$ cat config.mk
export PLATFORM = sky130hd
export DESIGN_NAME = serial_rx_core
export DESIGN_NICKNAME = d
export VERILOG_FILES = /design/src/rtl/serial_rx_pkg.sv /design/src/rtl/rx_line_sync.sv /design/src/rtl/rx_frame_fsm.sv /design/src/rtl/rx_status_regs.sv /design/src/rtl/serial_rx_core.sv
export SDC_FILE = /design/constraint.sdc
export NUM_CORES = 1
export LEC_CHECK = 0
export BUFFER_PORTS_ARGS = -buffer_cell sky130_fd_sc_hd__buf_2
export CAP_MARGIN = 40
export CORE_UTILIZATION = 30
export CTS_CLUSTER_SIZE = 40
export DETAILED_ROUTE_END_ITERATION = 8
export SYNTH_ARGS = -nofsm -noshare
export SYNTH_HDL_FRONTEND = slang
export SYNTH_SLANG_ARGS = --single-unit
export TNS_END_PERCENT = 20
$ cat constraint.sdc
create_clock -name clk -period 3.7 [get_ports clk]
set_clock_uncertainty 0.1 [all_clocks]
set_input_delay 0 -clock clk [delete_from_list [all_inputs] [get_ports clk]]
set_output_delay 0 -clock clk [all_outputs]
set_load 0.05 [all_outputs]
$ cat src/rtl/serial_rx_pkg.sv
package serial_rx_pkg;

    typedef enum logic [2:0] {
        ST_IDLE,
        ST_START,
        ST_DATA,
        ST_PARITY,
        ST_STOP
    } rx_state_e;

    typedef struct packed {
        logic par_bad;
        logic stop_bad;
        logic line_break;
    } rx_flags_t;

endpackage

$ cat src/rtl/rx_line_sync.sv
module rx_line_sync #(
    parameter int STAGES = 2
) (
    input  logic clk,
    input  logic rst_n,
    input  logic rx_in,
    output logic rx_s,
    output logic rx_fall
);
    logic [STAGES-1:0] pipe;
    logic              last;

    always_ff @(posedge clk or negedge rst_n) begin
        if (!rst_n) begin
            pipe <= '1;
            last <= 1'b1;
        end else begin
            pipe <= {pipe[STAGES-2:0], rx_in};
            last <= pipe[STAGES-1];
        end
    end

    assign rx_s    = pipe[STAGES-1];
    assign rx_fall = last & ~pipe[STAGES-1];
endmodule

$ cat src/rtl/rx_frame_fsm.sv
module rx_frame_fsm
    import serial_rx_pkg::*;
#(
    parameter int OVS      = 16,
    parameter int MIN_BITS = 5,
    parameter int MAX_BITS = 8,
    parameter int LEN_W    = 2
) (
    input  logic                clk,
    input  logic                rst_n,
    input  logic                baud_tick,
    input  logic                rx_s,
    input  logic                rx_fall,
    input  logic [LEN_W-1:0]    word_len,
    input  logic                par_en,
    input  logic                par_even,
    input  logic                par_stick,
    output logic                frm_done,
    output logic [MAX_BITS-1:0] frm_data,
    output rx_flags_t           frm_flags
);
    localparam int CNT_W = $clog2(OVS);
    localparam int IDX_W = $clog2(MAX_BITS);
    localparam int NB_W  = $clog2(MAX_BITS + 1);
    localparam int HALF  = OVS / 2;

    rx_state_e            state_q, state_d;
    logic [CNT_W-1:0]     cnt_q, cnt_d;
    logic [IDX_W-1:0]     idx_q, idx_d;
    logic [MAX_BITS-1:0]  shreg_q, shreg_d;
    logic                 acc_q, acc_d;
    logic                 zero_q, zero_d;
    logic                 pbad_q, pbad_d;

    logic                 done_d;
    logic [MAX_BITS-1:0]  data_d;
    rx_flags_t            flags_d;

    logic [NB_W-1:0]      nbits;
    logic [IDX_W-1:0]     last_idx;
    logic                 at_half, at_full, exp_par;

    assign nbits    = NB_W'(MIN_BITS) + NB_W'(word_len);
    assign last_idx = IDX_W'(nbits - NB_W'(1));
    assign at_half  = baud_tick && (cnt_q == CNT_W'(HALF - 1));
    assign at_full  = baud_tick && (cnt_q == CNT_W'(OVS - 1));
    assign exp_par  = par_stick ? ~par_even : (acc_q ^ ~par_even);

    // next-state and datapath
    always_comb begin
        state_d = state_q;
        cnt_d   = cnt_q;
        idx_d   = idx_q;
        shreg_d = shreg_q;
        acc_d   = acc_q;
        zero_d  = zero_q;
        pbad_d  = pbad_q;
        done_d  = 1'b0;
        data_d  = '0;
        flags_d = '0;
        if (state_q != ST_IDLE && baud_tick) begin
            cnt_d = cnt_q + CNT_W'(1);
        end
        unique case (state_q)
            ST_IDLE: begin
                if (rx_fall) begin
                    state_d = ST_START;
                    cnt_d   = '0;
                    idx_d   = '0;
                    shreg_d = '0;
                    acc_d   = 1'b0;
                    zero_d  = 1'b1;
                    pbad_d  = 1'b0;
                end
            end
            ST_START: begin
                if (at_half) begin
                    cnt_d   = '0;
                    state_d = rx_s ? ST_IDLE : ST_DATA;
                end
            end
            ST_DATA: begin
                if (at_full) begin
                    cnt_d   = '0;
                    shreg_d = {rx_s, shreg_q[MAX_BITS-1:1]};
                    acc_d   = acc_q ^ rx_s;
                    zero_d  = zero_q & ~rx_s;
                    if (idx_q == last_idx) begin
                        idx_d   = '0;
                        state_d = par_en ? ST_PARITY : ST_STOP;
                    end else begin
                        idx_d = idx_q + IDX_W'(1);
                    end
                end
            end
            ST_PARITY: begin
                if (at_full) begin
                    cnt_d   = '0;
                    pbad_d  = (rx_s != exp_par);
                    zero_d  = zero_q & ~rx_s;
                    state_d = ST_STOP;
                end
            end
            ST_STOP: begin
                if (at_full) begin
                    cnt_d              = '0;
                    done_d             = 1'b1;
                    data_d             = shreg_q >> (NB_W'(MAX_BITS) - nbits);
                    flags_d.par_bad    = pbad_q;
                    flags_d.stop_bad   = ~rx_s;
                    flags_d.line_break = zero_q & ~rx_s;
                    state_d            = ST_IDLE;
                end
            end
            default: state_d = ST_IDLE;
        endcase
    end

    // state register
    always_ff @(posedge clk or negedge rst_n) begin
        if (!rst_n) begin
            state_q <= ST_IDLE;
            cnt_q   <= '0;
            idx_q   <= '0;
            shreg_q <= '0;
            acc_q   <= 1'b0;
            zero_q  <= 1'b1;
            pbad_q  <= 1'b0;
        end else begin
            state_q <= state_d;
            cnt_q   <= cnt_d;
            idx_q   <= idx_d;
            shreg_q <= shreg_d;
            acc_q   <= acc_d;
            zero_q  <= zero_d;
            pbad_q  <= pbad_d;
        end
    end

    // registered frame report
    always_ff @(posedge clk or negedge rst_n) begin
        if (!rst_n) begin
            frm_done  <= 1'b0;
            frm_data  <= '0;
            frm_flags <= '0;
        end else begin
            frm_done  <= done_d;
            frm_data  <= data_d;
            frm_flags <= flags_d;
        end
    end
endmodule

$ cat src/rtl/rx_status_regs.sv
module rx_status_regs
    import serial_rx_pkg::*;
#(
    parameter int DATA_W = 8
) (
    input  logic              clk,
    input  logic              rst_n,
    input  logic              frm_done,
    input  logic [DATA_W-1:0] frm_data,
    input  rx_flags_t         frm_flags,
    input  logic              rd_data_pulse,
    input  logic              rd_stat_pulse,
    output logic [DATA_W-1:0] rx_data,
    output logic              data_ready,
    output logic              overrun,
    output logic              parity_err,
    output logic              frame_err,
    output logic              break_flag
);
    logic lose_char;

    assign lose_char = frm_done && data_ready && !rd_data_pulse;

    always_ff @(posedge clk or negedge rst_n) begin
        if (!rst_n) begin
            rx_data    <= '0;
            data_ready <= 1'b0;
        end else if (frm_done) begin
            if (!lose_char) begin
                rx_data    <= frm_data;
                data_ready <= 1'b1;
            end
        end else if (rd_data_pulse) begin
            data_ready <= 1'b0;
        end
    end

    // event sets take priority over status-read clears
    always_ff @(posedge clk or negedge rst_n) begin
        if (!rst_n) begin
            overrun    <= 1'b0;
            parity_err <= 1'b0;
            frame_err  <= 1'b0;
            break_flag <= 1'b0;
        end else begin
            if (lose_char)                      overrun    <= 1'b1;
            else if (rd_stat_pulse)             overrun    <= 1'b0;
            if (frm_done && frm_flags.par_bad)  parity_err <= 1'b1;
            else if (rd_stat_pulse)             parity_err <= 1'b0;
            if (frm_done && frm_flags.stop_bad) frame_err  <= 1'b1;
            else if (rd_stat_pulse)             frame_err  <= 1'b0;
            if (frm_done && frm_flags.line_break) break_flag <= 1'b1;
            else if (rd_stat_pulse)             break_flag <= 1'b0;
        end
    end
endmodule

$ cat src/rtl/serial_rx_core.sv
module serial_rx_core
    import serial_rx_pkg::*;
#(
    parameter int OVS         = 16,
    parameter int MIN_BITS    = 5,
    parameter int MAX_BITS    = 8,
    parameter int LEN_W       = 2,
    parameter int SYNC_STAGES = 2
) (
    input  logic                clk,
    input  logic                rst_n,
    input  logic                baud_tick,
    input  logic                rx_in,
    input  logic [LEN_W-1:0]    word_len,
    input  logic                par_en,
    input  logic                par_even,
    input  logic                par_stick,
    input  logic                rd_data_pulse,
    input  logic                rd_stat_pulse,
    output logic [MAX_BITS-1:0] rx_data,
    output logic                data_ready,
    output logic                overrun,
    output logic                parity_err,
    output logic                frame_err,
    output logic                break_flag
);
    logic                rx_s, rx_fall;
    logic                frm_done;
    logic [MAX_BITS-1:0] frm_data;
    rx_flags_t           frm_flags;

    rx_line_sync #(.STAGES(SYNC_STAGES)) u_sync (
        .clk     (clk),
        .rst_n   (rst_n),
        .rx_in   (rx_in),
        .rx_s    (rx_s),
        .rx_fall (rx_fall)
    );

    rx_frame_fsm #(
        .OVS      (OVS),
        .MIN_BITS (MIN_BITS),
        .MAX_BITS (MAX_BITS),
        .LEN_W    (LEN_W)
    ) u_fsm (
        .clk       (clk),
        .rst_n     (rst_n),
        .baud_tick (baud_tick),
        .rx_s      (rx_s),
        .rx_fall   (rx_fall),
        .word_len  (word_len),
        .par_en    (par_en),
        .par_even  (par_even),
        .par_stick (par_stick),
        .frm_done  (frm_done),
        .frm_data  (frm_data),
        .frm_flags (frm_flags)
    );

    rx_status_regs #(.DATA_W(MAX_BITS)) u_stat (
        .clk           (clk),
        .rst_n         (rst_n),
        .frm_done      (frm_done),
        .frm_data      (frm_data),
        .frm_flags     (frm_flags),
        .rd_data_pulse (rd_data_pulse),
        .rd_stat_pulse (rd_stat_pulse),
        .rx_data       (rx_data),
        .data_ready    (data_ready),
        .overrun       (overrun),
        .parity_err    (parity_err),
        .frame_err     (frame_err),
        .break_flag    (break_flag)
    );
endmodule

# Yosys cells after proc, flatten, opt, wreduce, memory -nomap -nowiden
# Index checks and enable logic that the tools add are counted.
# classes
mux	44
n_reduce_logical	27
n_bitwise	7
addsub	5
shift	1
n_eq_ne	16
# ops
operator	count
3-bit 2-to-1 mux	12
8-bit 2-to-1 mux	4
1-bit 2-to-1 mux	16
4-bit 2-to-1 mux	4
8-bit case mux with 2 select lines	1
2-bit nonzero test	8
3-bit case mux with 5 select lines	1
2-bit by 1-bit inequality test with 1-bit output, second input constant	6
4-bit case mux with 3 select lines	1
3-bit AND reduction	3
1-bit logical AND	8
8-bit by 4-bit right shift with 8-bit output	1
3-bit by 2-bit equality test with 1-bit output, second input constant	2
1-bit case mux with 2 select lines	3
3-bit case mux with 2 select lines	1
6-bit AND reduction	1
3-bit by 2-bit adder with 4-bit output, first input constant	1
4-bit by 1-bit adder with 4-bit output, second input constant	1
4-bit by 3-bit equality test with 1-bit output, second input constant	1
4-bit equality test, second input constant	1
2-bit inequality test, second input constant	2
2-bit AND reduction	2
4-bit subtractor, first input constant	1
3-bit by 1-bit adder with 3-bit output, second input constant	1
14 further kinds	18
# word_totals
regBits	49
inputBits	11
out_inout_bits	13

# Depth between registers and ports, before layout
# depth
word_depth	6
depth_mapped	7

# Hierarchy
# A second synthesis with hierarchy kept.
# unflattened
cells_unflattened	209
hier_area_um2	2406.1
# by_module_without_submodules
module	area_per_inst_um2	seq_area_each_um2	cells_each	instances
rx_frame_fsm	1818.0	827.0	169	1
rx_status_regs	495.5	325.3	36	1
rx_line_sync	92.6	78.8	4	1

# Worst setup path after synthesis
# No wires, ideal clock.
# synth_path
path_type	flip-flop to flip-flop
startpoint	reg u_fsm.cnt_q[0]
endpoint	reg u_fsm.shreg_q[7]
path_buffers	2
path_stages_with_launch	7
path_slack_ns	2.085
period_less_slack_ns	1.615
setup_ns	0.127
arrival_ns	1.388
cell_sequence	dfrtp_1 -> ha_1 -> and4_1 -> buf_6 -> a22oi_2 -> buf_4 -> o21ai_0
# synth_between
elab_chain_len	4
# synth_lines
element	line	source
from (decl)	rx_frame_fsm.sv:28	logic [CNT_W-1:0] cnt_q, cnt_d;
from (signal assigned)	rx_frame_fsm.sv:131	cnt_q <= cnt_d;
4-bit equality test	rx_frame_fsm.sv:46	assign at_full = baud_tick && (cnt_q == CNT_W'(OVS - 1));
1-bit logical AND	rx_frame_fsm.sv:46	
2-bit by 1-bit inequality test with 1-bit output (no source line)	n/a	
3-bit AND reduction (no source line)	n/a	
to (signal assigned)	rx_frame_fsm.sv:133	shreg_q <= shreg_d;
to (decl)	rx_frame_fsm.sv:30	logic [MAX_BITS-1:0] shreg_q, shreg_d;
# No other way between the ends.
# A chain may end at the register's enable or synchronous reset.

# Worst setup path in the final report
# layout_path
startpoint	reg u_fsm.state_q[1]
endpoint	reg u_fsm.acc_q
# layout_between
elab_chain_len	3
word_cells_on_any_way	7
cone_classes	eq/ne (3); mux (1); reduce/logical (3)
# layout_lines
element	line	source
from (decl)	rx_frame_fsm.sv:27	rx_state_e state_q, state_d;
from (signal assigned)	rx_frame_fsm.sv:130	state_q <= state_d;
3-bit by 2-bit equality test with 1-bit output or 3-bit logical NOT (tied branches)	rx_frame_fsm.sv:64	unique case (state_q)
2-bit by 1-bit inequality test with 1-bit output (no source line) (tied with other cells)	n/a	
3-bit AND reduction (no source line)	n/a	
to (signal assigned)	rx_frame_fsm.sv:126	acc_q <= 1'b0;
to (signal assigned)	rx_frame_fsm.sv:134	acc_q <= acc_d;
to (decl)	rx_frame_fsm.sv:31	logic acc_q, acc_d;
# Parallel ways exist; a longest one is shown, timed or not.

==> run metrics <==
outcome complete, no violations; overall track demand over capacity in global routing 0.111; sort of element at the end of the critical path flip-flop; overall die width 89.4 um; Tcrit/Tclk final 0.600; cts repair resizes 0; clock tree from TritonCTS built; DRC errors left 0; number of warning messages in the yosys log 0; Max-cap violations 0; synthesized instance count between 200 and 250; Root Driver sky130_fd_sc_hd__clkbuf_8; average footprint of a synthesized cell 11.1 um2; number of buffers added by the clock tree synthesis step 5; maximum vdd drop 0.000157 V; cell area after layout 2660 um2; ratio of cells with drive above 1 in the final layout 0.231; slowest stage delay, CP between 600 and 700 ps; Total Die Area 8000 um2; placeable core region 7330 um2; vias in the first global route 1,438; register share of total power 0.542; sw power approximately 400 uW; source of the worst register-to-register timing path u_fsm.state_q[1]; required time worst endpoint 3760 ps; async set or reset register ratio after synthesis 1.00; Initial DRT Pass Iterations 4; number of buffers inserted for hold repair after clock tree synthesis 10; standard cell area after detailed placement 2470 um2; Core Rows 31; biggest fanout along the worst timing path 23; setup repair after global routing missed its margin no; largest net degree at the start of global routing 28; starting utilization of the core area 0.313; antenna violations before repair 0; top flip-flop cell by instance count after synthesis sky130_fd_sc_hd__dfrtp_1; synth-to-layout area growth 16.0%; sequential element share of the synthesized area 0.537; number of clock sinks seen by CTS 49; vias per cell 4.67; actual transition at the worst max-transition pin about 780 ps; routed len/inst 11.8 um; Min-Delay Path Class in2reg; maximum achievable frequency between 400 and 500 MHz; flip-flop and latch count after synthesis 49; worst slew margin relative to its limit 0.482; setup TNS 0 ps; CTS clk-pin slew, worst paths 90 ps; total overflow reported by the global router 0; number of hold-slack violations in the final timing report 0; filler instances between 700 and 800; total power roughly 1.3 mW; Initial DRC Count 105; port buffer count 23; total vias in the final route approximately 1,600; number of levels the H-tree was split into 2; Sw Share 0.323; worst hold slack after final layout 4.24 ps; wire length of the first global-routing pass 6.71 mm; hold path endpoint u_fsm.frm_data[4]; max-slew violation total from the final report 0; # Post-CTS Setup Buffers 0; hold path depth 3; detailed-placement wirelength estimate 2.89 mm; total power density per cell area between 400 and 500 nW/um2; LEAKAGE between 1 and 1.5 nW; Die Height 89.4 um; buffers from clock root to sink, at most 2; clock network fraction of total power 0.243; Post-DRT Antenna Nets 0; cell type group with the largest total delay on the critical path compound AO/OA/AOI/OAI gates; CP cell instances nor3b_2, a22oi_2, o21ai_0, o31ai_1; kind of start point of the critical path flip-flop; number of flops mapped to enable cells by yosys 0; drt total wl 3.97 mm; routability-driven placement congestion ratio about 0.77; CP arrival 2280 ps; end of the worst register-to-register path u_fsm.acc_q; cell depth of the worst flop-to-flop path 4; number of distinct library cells after synthesis between 40 and 50; startpoint of the lowest-slack hold path word_len[0]; post-route minimum period 2220 ps; worst-path cell with the longest stage delay sky130_fd_sc_hd__nor3b_2; Worst Path Class, Setup reg2reg; Internal Power 862 uW; final setup fails 0; Synth Net Count 220; boundary pin count 24; share of total power in combinational logic 0.215; worst reg2reg setup slack 1480 ps; Synth Cell Area 2290 um2; number of buffers and inverters on the critical path 0; clock insertion delay at the later pin of the skew report approximately 300 ps; diode count 0; net count of the finished layout 251
## placed cells by master, fill, tap and decap left out, drive strengths merged, types with 2 or more instances in the layout
cell,instances
dfstp,4
o311ai,2
clkinvlp,2
inv,8
nand2b,3
ha,3
or2,2
o22ai,2
nand3,6
xnor2,5
nand4,2
mux2,9
buf,24
dfrtp,45
a211oi,2
nor3,3
nand2,33
and2,5
clkbuf,6
a21oi,3
o21ai,15
and4,2
nor3b,2
mux4,4
mux2i,5
and3,2
dlygate4sd3,10
nor2b,3
nor2,13
o31ai,2
## metal layers
layer | GRT usage | up-vias | share of wire
met3 | 0.0277 | 6 | 0.043
met2 | 0.184 | 34 | 0.46
li1 | - | 777 | -
met5 | 0 | - | 0
met1 | 0.140 | 758 | 0.48
met4 | 0.0433 | 0 | 0.013
## tightest hold or removal path, delay by kind of cell
family          cells  cell delay [ps]
buf+inv             1              190
simple gates        1              130
compound gates      1               50
## power by group through the flow
| stage | Clock (mW) | Combinational (mW) | Sequential [mW] |
|---|---|---|---|
| floorplan | 0 | 0.252 | 0.661 |
| global placement | 0 | 0.255 | 0.695 |
| detailed placement | 0 | 0.265 | 0.699 |
| CTS | 0.322 | 0.277 | 0.689 |
| global route | 0.344 | 0.313 | 0.704 |
| finish | 0.309 | 0.274 | 0.691 |
## synthesized netlist by cell type (2+ instances only)
master	n	share of area
sky130_fd_sc_hd__a211oi_1	2	0.0065
sky130_fd_sc_hd__nor3_1	2	0.0044
sky130_fd_sc_hd__mux2i_1	5	0.022
sky130_fd_sc_hd__nand4_1	2	0.0055
sky130_fd_sc_hd__xnor2_1	5	0.019
sky130_fd_sc_hd__and4_1	2	0.0076
sky130_fd_sc_hd__buf_2	3	0.0065
sky130_fd_sc_hd__and3_1	2	0.0055
sky130_fd_sc_hd__nand3_1	5	0.011
sky130_fd_sc_hd__inv_1	7	0.011
sky130_fd_sc_hd__nor3b_2	2	0.011
sky130_fd_sc_hd__a21oi_1	3	0.0065
sky130_fd_sc_hd__mux4_2	4	0.039
sky130_fd_sc_hd__dfstp_2	4	0.046
sky130_fd_sc_hd__dfrtp_1	45	0.49
sky130_fd_sc_hd__and2_1	5	0.014
sky130_fd_sc_hd__ha_1	3	0.016
sky130_fd_sc_hd__o21ai_0	14	0.031
sky130_fd_sc_hd__buf_4	4	0.013
sky130_fd_sc_hd__mux2_2	9	0.044
sky130_fd_sc_hd__nand2_1	33	0.054
sky130_fd_sc_hd__o31ai_1	2	0.0065
sky130_fd_sc_hd__buf_6	3	0.015
sky130_fd_sc_hd__nor2_1	13	0.021
sky130_fd_sc_hd__o22ai_1	2	0.0055
sky130_fd_sc_hd__nand2b_1	3	0.0082
sky130_fd_sc_hd__nor2b_1	3	0.0082
## metrics by stage
| stage | setup WS [ps] | std cells | util |
|---|---|---|---|
| floorplan | 2090 | 206 | - |
| global placement | 1600 | 318 | 0.335 |
| detailed placement | 1510 | 319 | 0.337 |
| CTS | 1490 | 337 | 0.363 |
| global route | 1320 | 337 | 0.363 |
| finish | 1480 | 337 | 0.363 |
## cells by family after synthesis
| kind of cell | share of synthesized area |
|---|---|
| AOI/OAI and AO/OA | 0.0971 |
| and+or+nand+nor | 0.174 |
| buffers and inverters | 0.0475 |
| adders and majority gates | 0.0164 |
| DFF | 0.537 |
| muxes | 0.105 |
| xor gates and xnor gates | 0.0229 |
## flip-flops by register name (all words and copies together) (netlist names), 2 cells and up
| signal | count |
|---|---|
| u_fsm.cnt_q | 4 |
| u_fsm.frm_data | 8 |
| u_fsm.frm_flags | 3 |
| u_fsm.idx_q | 3 |
| u_fsm.shreg_q | 8 |
| u_fsm.state_q | 3 |
| u_stat.rx_data | 8 |
| u_sync.pipe | 2 |
## final cells by class
cell class	count	area, um2	share of cell area
sequential	49	1230	0.463
multi-input combinational	139	953	0.358
timing repair buffer	34	235	0.0884
tap	99	124	0.0465
clock buffer	6	72.6	0.0273
inverter	8	30.0	0.0113
clock inverter	2	15.0	0.00564
## worst max path at each step
stage	cells after the start	from	slack, ps	end
finish	4	u_fsm.state_q[1]	1480	u_fsm.acc_q
detailed placement	4	u_fsm.state_q[1]	1510	u_fsm.acc_q
global placement	4	u_fsm.state_q[1]	1600	u_fsm.idx_q[0]
floorplan	6	u_fsm.cnt_q[0]	2090	u_fsm.shreg_q[7]
CTS	4	u_fsm.state_q[1]	1490	u_fsm.acc_q
global route	4	u_fsm.state_q[1]	1320	u_fsm.acc_q
(Power assumes the default switching activity.)
